===== config.mk =====
export PLATFORM = sky130hd
export DESIGN_NAME = link_neg_seq
export DESIGN_NICKNAME = d
export VERILOG_FILES = /design/src/rtl/lns_pkg.sv /design/src/rtl/lns_dur_pick.sv /design/src/rtl/lns_tick_count.sv /design/src/rtl/lns_phase_ctl.sv /design/src/rtl/link_neg_seq.sv
export SDC_FILE = /design/constraint.sdc
export NUM_CORES = 1
export LEC_CHECK = 0
export CORE_AREA = 2 2 39 41
export CTS_CLUSTER_DIAMETER = 120
export DETAILED_ROUTE_END_ITERATION = 12
export DIE_AREA = 0 0 41 43
export PLACE_DENSITY = 0.74
export SLEW_MARGIN = 20
export SYNTH_ARGS = -nofsm -noshare
export SYNTH_HDL_FRONTEND = slang
export SYNTH_HIERARCHICAL = 1
export SYNTH_SLANG_ARGS = --single-unit

===== constraint.sdc =====
create_clock -name clk_i -period 6 [get_ports clk_i]
set_input_delay 1.5 -clock clk_i [delete_from_list [all_inputs] [get_ports clk_i]]
set_output_delay 1.5 -clock clk_i [all_outputs]
set_load 0.01 [all_outputs]

===== src/rtl/lns_pkg.sv =====
package lns_pkg;

    typedef enum logic [2:0] {
        PH_IDLE  = 3'd0,
        PH_BREAK = 3'd1,
        PH_WAIT  = 3'd2,
        PH_BURST = 3'd3,
        PH_INHIB = 3'd4,
        PH_UP    = 3'd5
    } phase_e;

    // Legal windows of each phase in milliseconds.
    localparam int BREAK_LO_MS = 1200;
    localparam int BREAK_HI_MS = 1500;
    localparam int WAIT_LO_MS  = 500;
    localparam int WAIT_HI_MS  = 1000;
    localparam int BURST_LO_MS = 104;
    localparam int BURST_HI_MS = 312;
    localparam int INHIB_LO_MS = 750;
    localparam int INHIB_HI_MS = 1000;

    // Clamp a length into its window and turn it into whole ticks (rounded up).
    function automatic int ms_to_ticks(int ms, int lo, int hi, int ms_per_tick);
        int c;
        int m;
        int t;
        m = (ms_per_tick < 1) ? 1 : ms_per_tick;
        c = (ms < lo) ? lo : ((ms > hi) ? hi : ms);
        t = (c + m - 1) / m;
        return (t < 1) ? 1 : t;
    endfunction

    function automatic int max_of4(int a, int b, int c, int d);
        int r;
        r = a;
        if (b > r) r = b;
        if (c > r) r = c;
        if (d > r) r = d;
        return r;
    endfunction

endpackage


===== src/rtl/lns_dur_pick.sv =====
module lns_dur_pick
    import lns_pkg::*;
#(
    parameter int CW      = 4,
    parameter int BREAK_T = 13,
    parameter int WAIT_T  = 8,
    parameter int BURST_T = 2,
    parameter int INHIB_T = 8
) (
    input  phase_e          phase_i,
    output logic [CW-1:0]   limit_o
);

    localparam logic [CW-1:0] L_BREAK = CW'(BREAK_T);
    localparam logic [CW-1:0] L_WAIT  = CW'(WAIT_T);
    localparam logic [CW-1:0] L_BURST = CW'(BURST_T);
    localparam logic [CW-1:0] L_INHIB = CW'(INHIB_T);

    always_comb begin
        case (phase_i)
            PH_WAIT:  limit_o = L_WAIT;
            PH_BURST: limit_o = L_BURST;
            PH_INHIB: limit_o = L_INHIB;
            default:  limit_o = L_BREAK;
        endcase
    end

endmodule


===== src/rtl/lns_tick_count.sv =====
module lns_tick_count #(
    parameter int CW = 4
) (
    input  logic          clk_i,
    input  logic          rst_ni,
    input  logic          clr_i,
    input  logic          run_i,
    input  logic          tick_i,
    input  logic [CW-1:0] limit_i,
    output logic          done_o
);

    logic [CW-1:0] cnt_d, cnt_q;
    logic          at_last;

    assign at_last = (cnt_q == (limit_i - CW'(1)));
    assign done_o  = run_i && tick_i && at_last && !clr_i;

    always_comb begin
        cnt_d = cnt_q;
        if (clr_i || !run_i) begin
            cnt_d = '0;
        end else if (tick_i) begin
            cnt_d = at_last ? '0 : cnt_q + CW'(1);
        end
    end

    always_ff @(posedge clk_i or negedge rst_ni) begin
        if (!rst_ni) cnt_q <= '0;
        else         cnt_q <= cnt_d;
    end

    // the position inside a running phase never reaches its length
    a_r10_cnt_below_limit: assert property (@(posedge clk_i) disable iff (!rst_ni)
        run_i |-> (cnt_q < limit_i));

    // without a tick a running phase keeps its progress
    a_r9_hold_without_tick: assert property (@(posedge clk_i) disable iff (!rst_ni)
        (run_i && !tick_i && !clr_i) |=> $stable(cnt_q));

endmodule


===== src/rtl/lns_phase_ctl.sv =====
module lns_phase_ctl
    import lns_pkg::*;
(
    input  logic   clk_i,
    input  logic   rst_ni,
    input  logic   start_i,
    input  logic   partner_i,
    input  logic   ready_i,
    input  logic   done_i,
    output phase_e phase_o,
    output logic   up_o,
    output logic   tmo_o
);

    typedef struct packed {
        phase_e phase;
        logic   up;
        logic   tmo;
    } ctl_t;

    ctl_t st_d, st_q;

    always_comb begin
        st_d     = st_q;
        st_d.tmo = 1'b0;
        if (start_i) begin
            st_d.phase = PH_BREAK;
            st_d.up    = 1'b0;
        end else if (done_i) begin
            case (st_q.phase)
                PH_BREAK: st_d.phase = partner_i ? PH_BURST : PH_WAIT;
                PH_WAIT,
                PH_BURST: st_d.phase = PH_INHIB;
                PH_INHIB: begin
                    if (ready_i) begin
                        st_d.phase = PH_UP;
                        st_d.up    = 1'b1;
                    end else begin
                        st_d.phase = PH_BREAK;
                        st_d.tmo   = 1'b1;
                    end
                end
                default: st_d = st_q;
            endcase
        end
    end

    always_ff @(posedge clk_i or negedge rst_ni) begin
        if (!rst_ni) begin
            st_q.phase <= PH_IDLE;
            st_q.up    <= 1'b0;
            st_q.tmo   <= 1'b0;
        end else begin
            st_q <= st_d;
        end
    end

    assign phase_o = st_q.phase;
    assign up_o    = st_q.up;
    assign tmo_o   = st_q.tmo;

    a_r3_restart_to_break: assert property (@(posedge clk_i) disable iff (!rst_ni)
        start_i |=> (st_q.phase == PH_BREAK && !st_q.up));

    a_r2_idle_holds: assert property (@(posedge clk_i) disable iff (!rst_ni)
        (st_q.phase == PH_IDLE && !start_i) |=> (st_q.phase == PH_IDLE));

    a_r8_up_holds: assert property (@(posedge clk_i) disable iff (!rst_ni)
        (st_q.phase == PH_UP && !start_i) |=> (st_q.phase == PH_UP && st_q.up));

    a_r6_up_flag_tracks_phase: assert property (@(posedge clk_i) disable iff (!rst_ni)
        st_q.up == (st_q.phase == PH_UP));

    a_r7_timeout_single: assert property (@(posedge clk_i) disable iff (!rst_ni)
        st_q.tmo |=> !st_q.tmo);

    a_r7_timeout_in_break: assert property (@(posedge clk_i) disable iff (!rst_ni)
        st_q.tmo |-> (st_q.phase == PH_BREAK));

    a_r4_wait_entry: assert property (@(posedge clk_i) disable iff (!rst_ni)
        (st_q.phase == PH_WAIT && $past(st_q.phase) != PH_WAIT)
        |-> ($past(st_q.phase) == PH_BREAK && !$past(partner_i)));

    a_r1_phase_legal: assert property (@(posedge clk_i) disable iff (!rst_ni)
        st_q.phase <= PH_UP);

endmodule


===== src/rtl/link_neg_seq.sv =====
module link_neg_seq
    import lns_pkg::*;
#(
    parameter int MS_PER_TICK = 100,
    parameter int BREAK_MS    = 1300,
    parameter int WAIT_MS     = 750,
    parameter int BURST_MS    = 200,
    parameter int INHIBIT_MS  = 800
) (
    input  logic       clk_i,
    input  logic       rst_ni,
    input  logic       tick_i,
    input  logic       start_i,
    input  logic       partner_neg_i,
    input  logic       link_ready_i,
    output logic [2:0] phase_o,
    output logic       link_up_o,
    output logic       timeout_o
);

    localparam int BREAK_T = ms_to_ticks(BREAK_MS,   BREAK_LO_MS, BREAK_HI_MS, MS_PER_TICK);
    localparam int WAIT_T  = ms_to_ticks(WAIT_MS,    WAIT_LO_MS,  WAIT_HI_MS,  MS_PER_TICK);
    localparam int BURST_T = ms_to_ticks(BURST_MS,   BURST_LO_MS, BURST_HI_MS, MS_PER_TICK);
    localparam int INHIB_T = ms_to_ticks(INHIBIT_MS, INHIB_LO_MS, INHIB_HI_MS, MS_PER_TICK);
    localparam int MAX_T   = max_of4(BREAK_T, WAIT_T, BURST_T, INHIB_T);
    localparam int CW      = (MAX_T < 2) ? 1 : $clog2(MAX_T + 1);

    phase_e        phase_w;
    logic [CW-1:0] limit_w;
    logic          run_w;
    logic          done_w;

    assign run_w = (phase_w == PH_BREAK) || (phase_w == PH_WAIT) ||
                   (phase_w == PH_BURST) || (phase_w == PH_INHIB);

    lns_dur_pick #(
        .CW      (CW),
        .BREAK_T (BREAK_T),
        .WAIT_T  (WAIT_T),
        .BURST_T (BURST_T),
        .INHIB_T (INHIB_T)
    ) i_dur (
        .phase_i (phase_w),
        .limit_o (limit_w)
    );

    lns_tick_count #(
        .CW (CW)
    ) i_cnt (
        .clk_i   (clk_i),
        .rst_ni  (rst_ni),
        .clr_i   (start_i),
        .run_i   (run_w),
        .tick_i  (tick_i),
        .limit_i (limit_w),
        .done_o  (done_w)
    );

    lns_phase_ctl i_ctl (
        .clk_i     (clk_i),
        .rst_ni    (rst_ni),
        .start_i   (start_i),
        .partner_i (partner_neg_i),
        .ready_i   (link_ready_i),
        .done_i    (done_w),
        .phase_o   (phase_w),
        .up_o      (link_up_o),
        .tmo_o     (timeout_o)
    );

    assign phase_o = phase_w;

    // burst and wait always hand over to inhibit, never straight to up
    a_r5_no_skip_inhibit: assert property (@(posedge clk_i) disable iff (!rst_ni)
        (phase_w == PH_UP && $past(phase_w) != PH_UP) |-> ($past(phase_w) == PH_INHIB));

endmodule


After elaboration in Yosys (flattened, before gate mapping)
Index checks and enable logic that the tools add are counted.
{ "word_totals": {"elab_cells": 45, "register_bits": 9, "latchBits": 0, "output_inout_bits": 5, "rom_bits": 0, "mem_count": 0, "mem_bits_rw": 0, "in_bits": 6} }
{ "op_classes": {"div": 0, "n_mul": 0, "bitwise_logic": 0, "order_cmp": 0, "add_sub_neg": 2, "n_reduce_logical": 19, "n_eq_ne": 7, "shift": 0, "muxes": 13} }
{ "ops": {"columns": ["op", "n"], "rows": [
  ["$mux 4", 4],
  ["$pmux 3 s3", 1],
  ["$pmux 4 s2", 1],
  ["$reduce_bool 2->1", 4],
  ["$eq 3x2->1 const B", 2],
  ["$mux 5", 1],
  ["$add 4x1->4 const B", 1],
  ["$eq 4x4->1", 1],
  ["$logic_or 1x1->1", 4],
  ["$mux 1", 4],
  ["$ne 4x3->1 const B", 1],
  ["$pmux 2 s2", 1],
  ["$reduce_and 4->1", 1],
  ["$reduce_bool 4->1", 1],
  ["$reduce_or 2->1", 2],
  ["$sub 4x1->4 const B", 1],
  ["$eq 3x1->1 const B", 1],
  ["$eq 3x3->1 const B", 1],
  ["$logic_and 1x1->1", 3],
  ["$mux 3", 1],
  ["$reduce_or 3->1", 1],
  ["$logic_not 1->1", 2],
  ["$ne 2x1->1 const B", 1],
  ["$reduce_and 2->1", 1]
]} }

Depth between registers and ports, before layout
{ "depth": {"depth_word": 9, "mapped_depth": 11, "ltp_nobuf": 11} }

Hierarchy
The synthesis kept the hierarchy.
{ "by_module_without_submodules": {"columns": ["module", "area_each_um2", "cells_each", "n_inst", "seq_area_each_um2"], "rows": [
  ["lns_tick_count", 309.0, 35, 1, 100.1],
  ["lns_phase_ctl", 244.0, 24, 1, 125.1],
  ["lns_dur_pick", 40.0, 6, 1, 0.0],
  ["link_neg_seq", 15.0, 2, 1, 0.0]
]} }

Worst setup path before layout
OpenSTA, ideal clock, no wires.
{ "synth_path": {"kind": "input-to-reg", "from": "input start_i", "to": "register i_ctl.st_q, in the netlist i_ctl/phase_o[2]", "required_time_ns": 5.870, "arrival_time_ns": 2.348, "n_path_buf": 0, "setup_time_ns": 0.130, "path_slack_ns": 3.522, "cell_stages": 5, "cell_sequence": "nor2b_1 and3_1 inv_1 o31ai_1 a21oi_1"} }
{ "synth_between": {"elab_chain_cells": 4, "word_cells_on_any_way": 6, "classes_between": "mux: 1; reduce/logical: 5"} }
{ "synth_rtl": {"columns": ["item", "line", "text"], "rows": [
  ["start, declared", "link_neg_seq.sv:13", "input logic start_i,"],
  ["$logic_not 1->1", "lns_tick_count.sv:17", "assign done_o = run_i && tick_i && at_last && !clr_i;"],
  ["$logic_and 1x1->1", "lns_tick_count.sv:17", null],
  ["net done_w", "link_neg_seq.sv:31", "logic done_w;"],
  ["$reduce_bool 2->1 (no line)", null, null],
  ["$reduce_and 2->1 (no line)", null, null],
  ["end signal, assigned", "lns_phase_ctl.sv:54", "st_q <= st_d;"],
  ["end, declared", "lns_phase_ctl.sv:21", "ctl_t st_d, st_q;"]
]} }
The timed path passes the listed nets, and every way through them passes these cells.
A chain may end at the register's enable or synchronous reset.

Final worst setup path
Same ends and word-level chain as after synthesis.

==> reports/metrics.sh <==
SYN2LAYOUT_AREA_GROWTH_PCT=22.8
NUMBER_OF_ANTENNA_CELLS_INSERTED=0
FINALSETUPVIOLCOUNT=0
FILL_CELLS=128
CP.ARRIVAL_NS=3.17
POST-ROUTE-DRC-COUNT=0
PLACE_WS_NS=2.77
SYNTH-SEQ-AREA-SHARE_PCT=37.0
PLACED_CELL_AREA_UM2=721
NUMBER_OF_SINKS_ON_THE_CLOCK_NET=9
SHARE_OF_THE_SYNTHESIZED_AREA_IN_COMPOUND_GATES_AO_OA_AOI_OAI_PCT=17.5
SYNTHESIS.NETS=75
FIRST_GLOBAL_VIAS=454
SLEW_MARGIN_REL_PCT=71.2
CTS.REPAIR_TIMING.SETUP_BUFFER_COUNT=0
RATIO_OF_CELLS_WITH_DRIVE_ABOVE_1_IN_THE_FINAL_LAYOUT_PCT=10.0
POST_DRT_VIA_CELL_RATIO=5.48
CLOCK-SKEW-FINAL_NS=0.00304
IO_BUFFERS=10
FP.COREAREA_UM2=1380
CLOCKBUFFERDEPTH=2
ANTENNA_FOUND_INITIAL=0
TIMING.FINAL.MAX_SLEW_VIOLATIONS=0
GPL.FINAL_WEIGHTED_CONGESTION=0.854
CLOCK.FMAX_MHz=329
SETUP_TNS_NS=0
TIMING.HOLD.WORST_ENDPOINT='i_ctl/up_o$_DFFE_PN0P_'
WORST-ENDPOINT-REQUIRED_NS=6.13
SYNTH-XOR-AREA-SHARE_PCT=13.0
NUMBER_OF_I_O_PINS=11
CTS_RESIZED=0
DIEAREA_UM2=1760
UNREPAIRED_SETUP_ENDPOINTS_AFTER_GLOBAL_ROUTING='false'
MIN_SETUP_SLACK_POST_ROUTE_NS=2.96
FIN_AREA_UM2=747
INITIAL_CORE_UTIL_PCT=43.9
DIE_X_UM=41
PLACE_HPWL_UM=874
TOP_SIGNAL_LAYER_USED='met4'
SYNTH_CELL_TYPE_COUNT=27
GRT_START_MAX_NET_PINS=13
HOLD_PATH_DEPTH=2
GRT_FIRST_PASS_WIRELENGTH_UM=2050
SYNTH-ADDER-AREA-SHARE_PCT=4.12
OUTCOME='completed'
POST-ROUTE-PERIOD-UTIL_PCT=50.7
ROUTED-VIA-COUNT=526
HTREE_LEVELS=1
SYNTH-WARNING-COUNT=6
WORST-R2R-SETUP-SLACK_NS=3.19
FIN_WORST_HOLD_SLACK_NS=0.514
DIE_H_UM=43
CLK_TRANSITION_REPORTED_PATHS_NS=0.06
MAX-VDD-IR-DROP_V=0.000120
SYNTHESIS.AREA_PER_INSTANCE_UM2=9.08
GLOBAL_ROUTE.USAGE.TOTAL_PCT=18.1
HOLD_STARTPOINT='i_ctl/up_o$_DFFE_PN0P_'
MOST_FREQUENT_STANDARD_CELL_IN_THE_LAYOUT_EXCLUDING_FILL_AND_TAP_CELLS='sky130_fd_sc_hd__clkdlybuf4s50_1'
WORST_R2R_STARTPOINT='i_ctl/phase_o[1]$_DFFE_PN0P_'
CTS_TREE='built'
REG2REG_TO='i_ctl/phase_o[2]$_DFFE_PN0P_'
CTS_HOLD_BUFFERS=0
SYNTH_TOP_FAMILY_BY_AREA='simple AND/OR/NAND/NOR gates'
FINALHOLDVIOLCOUNT=0
FINALNETCOUNT=89
POWER-PER-CELL-AREA_nW_PER_UM2=161
NETLIST_INSTANCES=67
LEAKAGEPOWER_uW=0.000297
INITIALDRTVIOLATIONCOUNT=28
DRT-PASS1-ITER-COUNT=4
WL_MET1_UM=596
TIMING.CRITICAL_PATH.FROM='start_i'
YS_SEQ_ELEMENTS=9
ROUTED-WL-MET2_UM=586
PATH_MAX_FANOUT=6
POST-ROUTE-MIN-PERIOD_NS=3.04
ROWS=14
ROUTED_WIRE_LENGTH_PER_INSTANCE_UM=12.9
WIRELENGTH_UM=1240
SYN_AREA_UM2=608
HOLD_PATH.CLASS='flop to flop'
ROUTED-WL-MET3_UM=36
CTS-BUFFERS-INSERTED=3
REG2REGPATHDEPTH=11
SYNTH_SIMPLE_GATE_AREA_SHARE_PCT=25.3
TIMING_WORST_SETUP_PATH_TYPE='input port to flop'
TIMING.MAX_CAP.VIOLATIONS=0
MAX_SLEW.WORST_PIN.SLEW_NS=0.432
SETUP.WORST_PATH.START_CLASS='input port'
GRT_REMAINING_OVERFLOW=0
ANT_NETS=0
LAYOUT_COMMON_CELLS='sky130_fd_sc_hd__clkdlybuf4s50_1, sky130_fd_sc_hd__dfrtp_1, sky130_fd_sc_hd__xnor2_1'
CRITICAL_PATH_ENDPOINT_CATEGORY='flop'
WORSTSKEWPAIRLATENCY_NS=0.26
MUXSHAREOFSYNTHAREA_PCT=0
CTS_ROOT_BUF='sky130_fd_sc_hd__clkbuf_4'
==> report_power, final <==
group	total (µW)	internal, µW	leakage [µW]	switching, µW
combinational	11.3	5.70	0.000163	5.61
clock	45.6	25.6	0.0000150	20.0
sequential	63.7	61.9	0.000119	1.83
total	121	93.1	0.000297	27.5
==> cell usage after synthesis <==
| cell | number | share of area (%) |
|---|---|---|
| sky130_fd_sc_hd__a211oi_2 | 2 | 4.1 |
| sky130_fd_sc_hd__a21oi_1 | 5 | 4.1 |
| sky130_fd_sc_hd__a22oi_1 | 1 | 1.2 |
| sky130_fd_sc_hd__a41oi_1 | 1 | 1.4 |
| sky130_fd_sc_hd__and2_1 | 1 | 1.0 |
| sky130_fd_sc_hd__and3_1 | 2 | 2.1 |
| sky130_fd_sc_hd__and4b_1 | 1 | 1.6 |
| sky130_fd_sc_hd__and4bb_2 | 1 | 2.1 |
| sky130_fd_sc_hd__buf_4 | 1 | 1.2 |
| sky130_fd_sc_hd__dfrtp_1 | 9 | 37 |
| sky130_fd_sc_hd__ha_1 | 2 | 4.1 |
| sky130_fd_sc_hd__inv_1 | 3 | 1.9 |
| sky130_fd_sc_hd__nand2_1 | 6 | 3.7 |
| sky130_fd_sc_hd__nand2b_1 | 1 | 1.0 |
| sky130_fd_sc_hd__nand3_1 | 3 | 2.5 |
| sky130_fd_sc_hd__nand3b_1 | 1 | 1.2 |
| sky130_fd_sc_hd__nor2_1 | 5 | 3.1 |
| sky130_fd_sc_hd__nor2_2 | 1 | 1.0 |
| sky130_fd_sc_hd__nor2b_1 | 2 | 2.1 |
| sky130_fd_sc_hd__nor2b_4 | 1 | 2.3 |
| sky130_fd_sc_hd__nor3_1 | 2 | 1.6 |
| sky130_fd_sc_hd__o21a_1 | 1 | 1.2 |
| sky130_fd_sc_hd__o21ai_0 | 3 | 2.5 |
| sky130_fd_sc_hd__o21ai_1 | 2 | 1.6 |
| sky130_fd_sc_hd__o31ai_1 | 1 | 1.2 |
| sky130_fd_sc_hd__xnor2_1 | 7 | 10 |
| sky130_fd_sc_hd__xor2_1 | 2 | 2.9 |
==> worst max path at each step <==
stage	endpoint	slack, ns	cells after the start
after floorplan	i_ctl/phase_o[2]$_DFFE_PN0P_	3.52	5
after global placement	i_ctl/phase_o[2]$_DFFE_PN0P_	2.89	6
after detailed placement	i_ctl/phase_o[2]$_DFFE_PN0P_	2.77	6
after CTS	i_ctl/phase_o[2]$_DFFE_PN0P_	3.00	6
after global routing	i_ctl/phase_o[2]$_DFFE_PN0P_	2.89	6
final	i_ctl/phase_o[2]$_DFFE_PN0P_	2.96	6
==> registers in the layout, indices dropped and copies added (netlist names) <==
signal / cells
i_cnt/cnt_q: 4
i_ctl/phase_o: 3
i_ctl/tmo_o: 1
i_ctl/up_o: 1
==> final cells by class <==
| class | count | area (µm²) | share of cell area (%) |
|---|---|---|---|
| timing repair buffer | 10 | 100 | 13.4 |
| multi-input combinational | 54 | 364 | 48.7 |
| sequential | 9 | 225 | 30.2 |
| tap | 16 | 20.0 | 2.68 |
| inverter | 3 | 11.3 | 1.51 |
| clock buffer | 4 | 26.3 | 3.52 |
==> kinds of logic (layout without fill, tap and decap cells) <==
group	after synthesis	in the layout
AOI/OAI and AO/OA	16	16
xor gates and xnor gates	9	9
and+or+nand+nor	27	27
buffers and inverters	4	17
adders and majority gates	2	2
DFF	9	9
==> metrics by stage <==
stage               power (µW)  cells  utilization, %
floorplan                 68.9     67               -
global placement          75.4     92            52.1
detailed placement        75.9     92            52.1
CTS                        123     96            54.0
global route               130     96            54.0
finish                     121     96            54.0
==> metal layers <==
layer | global-route usage (%) | vias up
met5 | 0 | -
met4 | 14.0 | 0
met3 | 4.71 | 2
met2 | 23.4 | 10
met1 | 24.4 | 249
li1 | - | 265
==> worst max-delay path, cell delays in order <==
cell and delay (ns):
sky130_fd_sc_hd__clkdlybuf4s50_1 0.51, sky130_fd_sc_hd__nor2b_1 0.38, sky130_fd_sc_hd__and3_1 0.33, sky130_fd_sc_hd__inv_1 0.09, sky130_fd_sc_hd__o31ai_1 0.26, sky130_fd_sc_hd__a21oi_1 0.10
No activity file was read; power rests on OpenSTA's default activity.
